===== src/rtl/gpio_dual_bank_pkg.sv =====
package gpio_dual_bank_pkg;

  localparam int ADDR_W   = 6;
  localparam int BANK_BIT = 5;

  typedef enum logic [1:0] {
    KIND_EN   = 2'd0,
    KIND_DIR  = 2'd1,
    KIND_LVL  = 2'd2,
    KIND_NONE = 2'd3
  } reg_kind_e;

  function automatic int bytes_for(input int pins);
    return (pins + 7) / 8;
  endfunction

endpackage


===== src/rtl/gpio_in_sync.sv =====
module gpio_in_sync #(
  parameter int WIDTH  = 8,
  parameter int STAGES = 2
) (
  input  logic             clk,
  input  logic             rst,
  input  logic [WIDTH-1:0] din,
  output logic [WIDTH-1:0] dout
);

  logic [WIDTH-1:0] stg [STAGES];

  always_ff @(posedge clk) begin
    if (rst) begin
      for (int k = 0; k < STAGES; k++) stg[k] <= '0;
    end else begin
      stg[0] <= din;
      for (int k = 1; k < STAGES; k++) stg[k] <= stg[k-1];
    end
  end

  assign dout = stg[STAGES-1];

endmodule


===== src/rtl/gpio_addr_decode.sv =====
module gpio_addr_decode
  import gpio_dual_bank_pkg::*;
#(
  parameter int LO_BYTES = 2,
  parameter int HI_BYTES = 1
) (
  input  logic [ADDR_W-1:0] addr,
  output logic              bank_hi,
  output reg_kind_e         kind,
  output logic [1:0]        byte_idx,
  output logic              hit
);

  logic [4:0] off;
  int         limit;

  always_comb begin
    off      = addr[4:0];
    bank_hi  = addr[BANK_BIT];
    byte_idx = off[1:0];
    unique case (off[4:2])
      3'd0:    kind = KIND_EN;
      3'd1:    kind = KIND_DIR;
      3'd2:    kind = KIND_LVL;
      default: kind = KIND_NONE;
    endcase
    limit = bank_hi ? HI_BYTES : LO_BYTES;
    hit   = (kind != KIND_NONE) && (int'(byte_idx) < limit);
  end

endmodule


===== src/rtl/gpio_pin_bank.sv =====
module gpio_pin_bank
  import gpio_dual_bank_pkg::*;
#(
  parameter int              PINS        = 8,
  parameter logic [PINS-1:0] EN_INIT     = '1,
  parameter int              SYNC_STAGES = 2
) (
  input  logic            clk,
  input  logic            rst,
  input  logic            wr_en,
  input  reg_kind_e       kind,
  input  logic [1:0]      byte_idx,
  input  logic [7:0]      wr_data,
  input  logic [PINS-1:0] pin_in,
  output logic [7:0]      rd_byte,
  output logic [PINS-1:0] oe_nxt,
  output logic [PINS-1:0] out_nxt
);

  localparam int BYTES = bytes_for(PINS);
  localparam int PADW  = BYTES * 8;

  logic [PINS-1:0] en_q, dir_q, lvl_q, pin_sync, lvl_view;
  logic [PADW-1:0] pad_sel;

  gpio_in_sync #(.WIDTH(PINS), .STAGES(SYNC_STAGES)) u_sync (
    .clk  (clk),
    .rst  (rst),
    .din  (pin_in),
    .dout (pin_sync)
  );

  always_ff @(posedge clk) begin
    if (rst) begin
      en_q  <= EN_INIT;
      dir_q <= '1;
      lvl_q <= '0;
    end else if (wr_en) begin
      for (int i = 0; i < PINS; i++) begin
        if (int'(byte_idx) == i / 8) begin
          case (kind)
            KIND_EN:  en_q[i]  <= wr_data[i % 8];
            KIND_DIR: dir_q[i] <= wr_data[i % 8];
            KIND_LVL: if (!dir_q[i]) lvl_q[i] <= wr_data[i % 8];
            default:  ;
          endcase
        end
      end
    end
  end

  always_comb begin
    lvl_view = en_q & ((dir_q & pin_sync) | (~dir_q & lvl_q));
    pad_sel  = '0;
    case (kind)
      KIND_EN:  pad_sel[PINS-1:0] = en_q;
      KIND_DIR: pad_sel[PINS-1:0] = dir_q;
      KIND_LVL: pad_sel[PINS-1:0] = lvl_view;
      default:  ;
    endcase
    rd_byte = '0;
    for (int b = 0; b < BYTES; b++) begin
      if (int'(byte_idx) == b) rd_byte = pad_sel[b*8 +: 8];
    end
    oe_nxt  = en_q & ~dir_q;
    out_nxt = en_q & ~dir_q & lvl_q;
  end

endmodule


===== src/rtl/gpio_dual_bank.sv =====
module gpio_dual_bank
  import gpio_dual_bank_pkg::*;
#(
  parameter int                  NUM_PINS    = 14,
  parameter int                  SPLIT       = 10,
  parameter int                  SYNC_STAGES = 2,
  parameter logic [NUM_PINS-1:0] EN_RESET    = 14'h1C7F
) (
  input  logic                clk,
  input  logic                rst,
  input  logic [5:0]          addr,
  input  logic                wr_en,
  input  logic [7:0]          wr_data,
  input  logic                rd_en,
  output logic [7:0]          rd_data,
  input  logic [NUM_PINS-1:0] pin_in,
  output logic [NUM_PINS-1:0] pin_oe,
  output logic [NUM_PINS-1:0] pin_out
);

  localparam int LO_PINS  = SPLIT;
  localparam int HI_PINS  = NUM_PINS - SPLIT;
  localparam int LO_BYTES = bytes_for(LO_PINS);
  localparam int HI_BYTES = bytes_for(HI_PINS);

  logic          bank_hi, hit;
  reg_kind_e     kind;
  logic [1:0]    byte_idx;
  logic [7:0]    lo_rd, hi_rd, rd_nxt;
  logic [LO_PINS-1:0] lo_oe, lo_out;
  logic [HI_PINS-1:0] hi_oe, hi_out;

  gpio_addr_decode #(.LO_BYTES(LO_BYTES), .HI_BYTES(HI_BYTES)) u_dec (
    .addr     (addr),
    .bank_hi  (bank_hi),
    .kind     (kind),
    .byte_idx (byte_idx),
    .hit      (hit)
  );

  gpio_pin_bank #(
    .PINS(LO_PINS), .EN_INIT(EN_RESET[LO_PINS-1:0]), .SYNC_STAGES(SYNC_STAGES)
  ) u_lo (
    .clk      (clk),
    .rst      (rst),
    .wr_en    (wr_en && hit && !bank_hi),
    .kind     (kind),
    .byte_idx (byte_idx),
    .wr_data  (wr_data),
    .pin_in   (pin_in[LO_PINS-1:0]),
    .rd_byte  (lo_rd),
    .oe_nxt   (lo_oe),
    .out_nxt  (lo_out)
  );

  gpio_pin_bank #(
    .PINS(HI_PINS), .EN_INIT(EN_RESET[NUM_PINS-1:SPLIT]), .SYNC_STAGES(SYNC_STAGES)
  ) u_hi (
    .clk      (clk),
    .rst      (rst),
    .wr_en    (wr_en && hit && bank_hi),
    .kind     (kind),
    .byte_idx (byte_idx),
    .wr_data  (wr_data),
    .pin_in   (pin_in[NUM_PINS-1:SPLIT]),
    .rd_byte  (hi_rd),
    .oe_nxt   (hi_oe),
    .out_nxt  (hi_out)
  );

  always_comb begin
    if (!hit)        rd_nxt = '0;
    else if (bank_hi) rd_nxt = hi_rd;
    else             rd_nxt = lo_rd;
  end

  always_ff @(posedge clk) begin
    if (rst) begin
      rd_data <= '0;
      pin_oe  <= '0;
      pin_out <= '0;
    end else begin
      if (rd_en) rd_data <= rd_nxt;
      pin_oe  <= {hi_oe, lo_oe};
      pin_out <= {hi_out, lo_out};
    end
  end

endmodule


===== config.mk =====
export PLATFORM = sky130hd
export DESIGN_NAME = gpio_dual_bank
export DESIGN_NICKNAME = d
export VERILOG_FILES = /design/src/rtl/gpio_dual_bank_pkg.sv /design/src/rtl/gpio_in_sync.sv /design/src/rtl/gpio_addr_decode.sv /design/src/rtl/gpio_pin_bank.sv /design/src/rtl/gpio_dual_bank.sv
export SDC_FILE = /design/constraint.sdc
export NUM_CORES = 1
export LEC_CHECK = 0
export ABC_CLOCK_PERIOD_IN_PS = 2600
export BUFFER_PORTS_ARGS = -buffer_cell sky130_fd_sc_hd__buf_2
export CORE_MARGIN = 5
export CORE_UTILIZATION = 45
export CTS_BUF_LIST = sky130_fd_sc_hd__clkbuf_8
export DETAILED_ROUTE_END_ITERATION = 12
export PLACE_DENSITY = 0.66
export SKIP_CTS_REPAIR_TIMING = 1
export SLEW_MARGIN = 10
export SYNTH_ARGS = -nofsm -noshare
export SYNTH_HDL_FRONTEND = slang
export SYNTH_SLANG_ARGS = --single-unit

===== constraint.sdc =====
create_clock -name clk -period 2.6 [get_ports clk]
set_input_delay 0.65 -clock clk [delete_from_list [all_inputs] [get_ports clk]]
set_output_delay 0.65 -clock clk [all_outputs]
set_load 0.02 [all_outputs]

==> impl_results.md <==
- Starting Density: a little under half
- Setup WS post-layout: between 0.5 and 0.6 ns
- Die area: about 11000 µm²
- Initial antenna violation count: 0
- Antenna diodes: 0
- Post-route cell area: roughly 4800 µm²
- Cell taking the most area after synthesis: dfxtp_1
- CP top delay family: simple AND/OR/NAND/NOR gates
- Clock skew: about 0.013 ns
- Final WL: approximately 9400 µm
- Slew Limit Fails: 0
- Site row count: 35
- Number of global-route vias before repair: between 3k and 4k
- Residual DRC: 0
- Sequential fraction of the synthesis area: 51.2%
- Crit path DAT: roughly 2.3 ns
- TritonCTS clock tree: yes
- CTS root buf: clkbuf_8
- Hold Crit Class: register to register
- EDFF count, synth: 0
- Cts bufs inserted: 9
- Post-detailed-route wirelength per cell: 14.9 µm
- Gpl congestion: between 0.8 and 0.9
- Distinct cells, synth: 43
- Sequential share of power: between 50 and 60%
- Crit Path Category: input pin to register
- Port Buffers: 67
- Skew-Pair Late Insertion Delay: 0.37 ns
- Most frequent cell after synthesis: dfxtp_1
- Avg Inst Size Synth: slightly above 9 µm²
- Post-DP Area: approximately 4600 µm²
- Post-route ant nets: 0
- Worst vdd ir: around 250 µV
- Prevailing post-synth register cell: dfxtp_1
- Pin count of the biggest net entering global routing: 48
- Syn. warnings: 0
- Commonest cells post-synth: 106 x dfxtp_1, 53 x a21oi_1, 36 x nor2_1, 32 x nor2b_1, 24 x nor3_1
- Clock transition time at the flip-flop clock pins of the worst setup and hold paths: ~0.1 ns
- Final hold vios: 0
- Yosys reg bits: around 110
- First-pass GRT wire length: 15900 µm
- Worst slew margin relative to its limit: between 60% and 70%
- Logic pwr share: about 6.3%
- RSZ-0062 raised after global routing: no
- Cell count after synthesis: about 450
- Tmin final: 2.01 ns
- Async SR Flop Fraction: 0%
- Crit. End Element: register
- Vias: around 3.3k
- DR pass1 iterations: 5
- Power per cell area: 587 nW/µm²
- Number of max-cap violations: 0
- Setup violators final: 0
- Vias per inst: ~5.2
- Area Growth Syn to Fin: 15.5%
- Switching share of power: between 20 and 25%
- CP cell instances: buf_2, ha_1, nor3b_2, nand4_1, o21ai_0, a21oi_1
- HPWL Detailed: 6690 µm
- Max Clk Rate: 0.496 GHz
- Fin nets: around 550
- Status: completed
- Met3 Use GR: about 3.5%
- Slowest CP cell: nor3b_2
- Crit path largest cell delay: between 0.3 and 0.4 ns
- Starting DRT DRC Count: between 200 and 300
- Pre-CTS setup slack: around 0.2 ns
- Share of cells above drive strength 1: between 20% and 30%
- Clk pwr share: between 30% and 40%
- Setup_tns: 0 ns
- GRT Util Overall: about 18%
- Worst path buffer plus inverter count: 1
- Area contributors post-synth: dfxtp_1 51%, a21oi_1 6.4%, nor2b_1 4.8%, nor2_1 3.3%, mux2i_1 3.1%
- I/O pin cnt: a little under 70
- Die Span X: around 110 µm
- Die H: between 100 and 150 µm
- Clock Tree Buf Depth: 2
- Required time of the critical path: 2.83 ns
- Clock sinks: 106
- GR peak layer: met2
- Total gr overflow: 0
- Syn Nets: between 400 and 500
- CTS H-Tree Depth: 3
- Tcrit/Tclk final: 77.5%
- Setup crit start kind: input pin
- Placeable Area: about 9100 µm²
- Pleak: 0.00212 µW
- GR Layer Usage met2: 27.7%
- Measured slew at the worst slew-check pin: 0.508 ns
- Post-Syn Area: between 4000 and 5000 µm²
- Met1 GRT Util: between 20% and 30%
- Crit path max fanout: 8
- P_sw: 684 µW
- Internal power: around 2100 µW
- Synth top area share: around half
## path summary, 6_finish.rpt
check,start,to,slack [ns],depth (start not counted)
min,u_lo.u_sync.stg[0][0],u_lo.u_sync.stg[0][10],0.44,1
max reg2reg,u_hi.dir_q[3],rd_data[3],1.08,4
max,addr[1],u_lo.lvl_q[5],0.59,6
min reg2reg,u_lo.u_sync.stg[0][0],u_lo.u_sync.stg[0][10],0.44,1
## registers in the layout, indices dropped and copies added (netlist names), 8 cells and up
| signal | flops |
|---|---|
| u_lo.dir_q | 10 |
| pin_out | 14 |
| u_lo.u_sync.stg | 20 |
| u_lo.lvl_q | 10 |
| u_hi.u_sync.stg | 8 |
| u_lo.en_q | 10 |
| pin_oe | 14 |
| rd_data | 8 |
## cell families after synthesis
kind of cell,Yosys count,synth area share (%)
buffers and inverters,42,4.80
AO/OA/AOI/OAI,96,13.6
flip-flops,106,51.2
adder cells (fa/ha/maj),1,0.302
AND/OR/NAND/NOR,191,26.4
multiplexers,15,3.68
## placed cells by master, fill, tap and decap left out, types with 2 or more instances in the layout
cell type / netlist / final
nor2_1: 36 / 36
inv_1: 17 / 17
a21o_1: 2 / 2
nand4_1: 4 / 4
buf_2: 6 / 67
o2111ai_1: 2 / 2
dfxtp_1: 106 / 106
and2_1: 13 / 13
a32oi_1: 3 / 3
nand2_1: 14 / 14
o21ai_0: 22 / 22
or2_2: 2 / 2
and3_1: 15 / 15
nand3_1: 9 / 9
mux2i_1: 13 / 13
a211o_1: 2 / 2
nand4b_1: 4 / 4
and4_1: 3 / 3
nor3_1: 24 / 24
nand3b_1: 6 / 6
a21oi_1: 53 / 53
nor3b_2: 2 / 2
o31ai_1: 2 / 2
nand2b_1: 20 / 20
o22ai_1: 3 / 3
o41ai_1: 2 / 2
mux2_2: 2 / 2
nor3b_1: 2 / 2
buf_4: 3 / 14
clkinv_4: 0 / 4
clkbuf_8: 0 / 11
nor2b_1: 32 / 32
## power by group through the flow
stage                     clock network, µW  logic, µW  registers (µW)
final                                   983        177            1650
after global routing                   1100        196            1650
after CTS                              1010        176            1650
after detailed placement                  0        176            1690
after global placement                    0        173            1690
after floorplan                           0        112            1690
## per-stage QoR
stage | utilization [%] | hold WS (ns) | std cells | total power [µW]
2_1_floorplan | - | 0.414 | 451 | 1800
3_3_place_gp | 50.4 | 0.417 | 618 | 1860
3_5_place_dp | 50.4 | 0.422 | 618 | 1860
4_1_cts | 52.6 | 0.445 | 634 | 2840
5_1_grt | 52.6 | 0.462 | 634 | 2950
6_report | 52.6 | 0.442 | 634 | 2810
## final cells by class
cell class,count,area [µm²]
multi-input cells,303,1820
flip-flops and latches,106,2120
repair buffers,81,440
inverters,17,63.8
well taps,111,139
fillers,864,4320
clock buffers,11,151
clock inverters,5,46.3
## metal layers
layer / share of wire (%) / up-vias / wire length (µm)
li1: - / 1699 / -
met1: 47 / 1527 / 4460
met2: 46 / 87 / 4360
met3: 4.7 / 13 / 442
met4: 1.8 / 0 / 171
met5: 0 / - / 0
No activity file was read; power rests on OpenSTA's default activity.
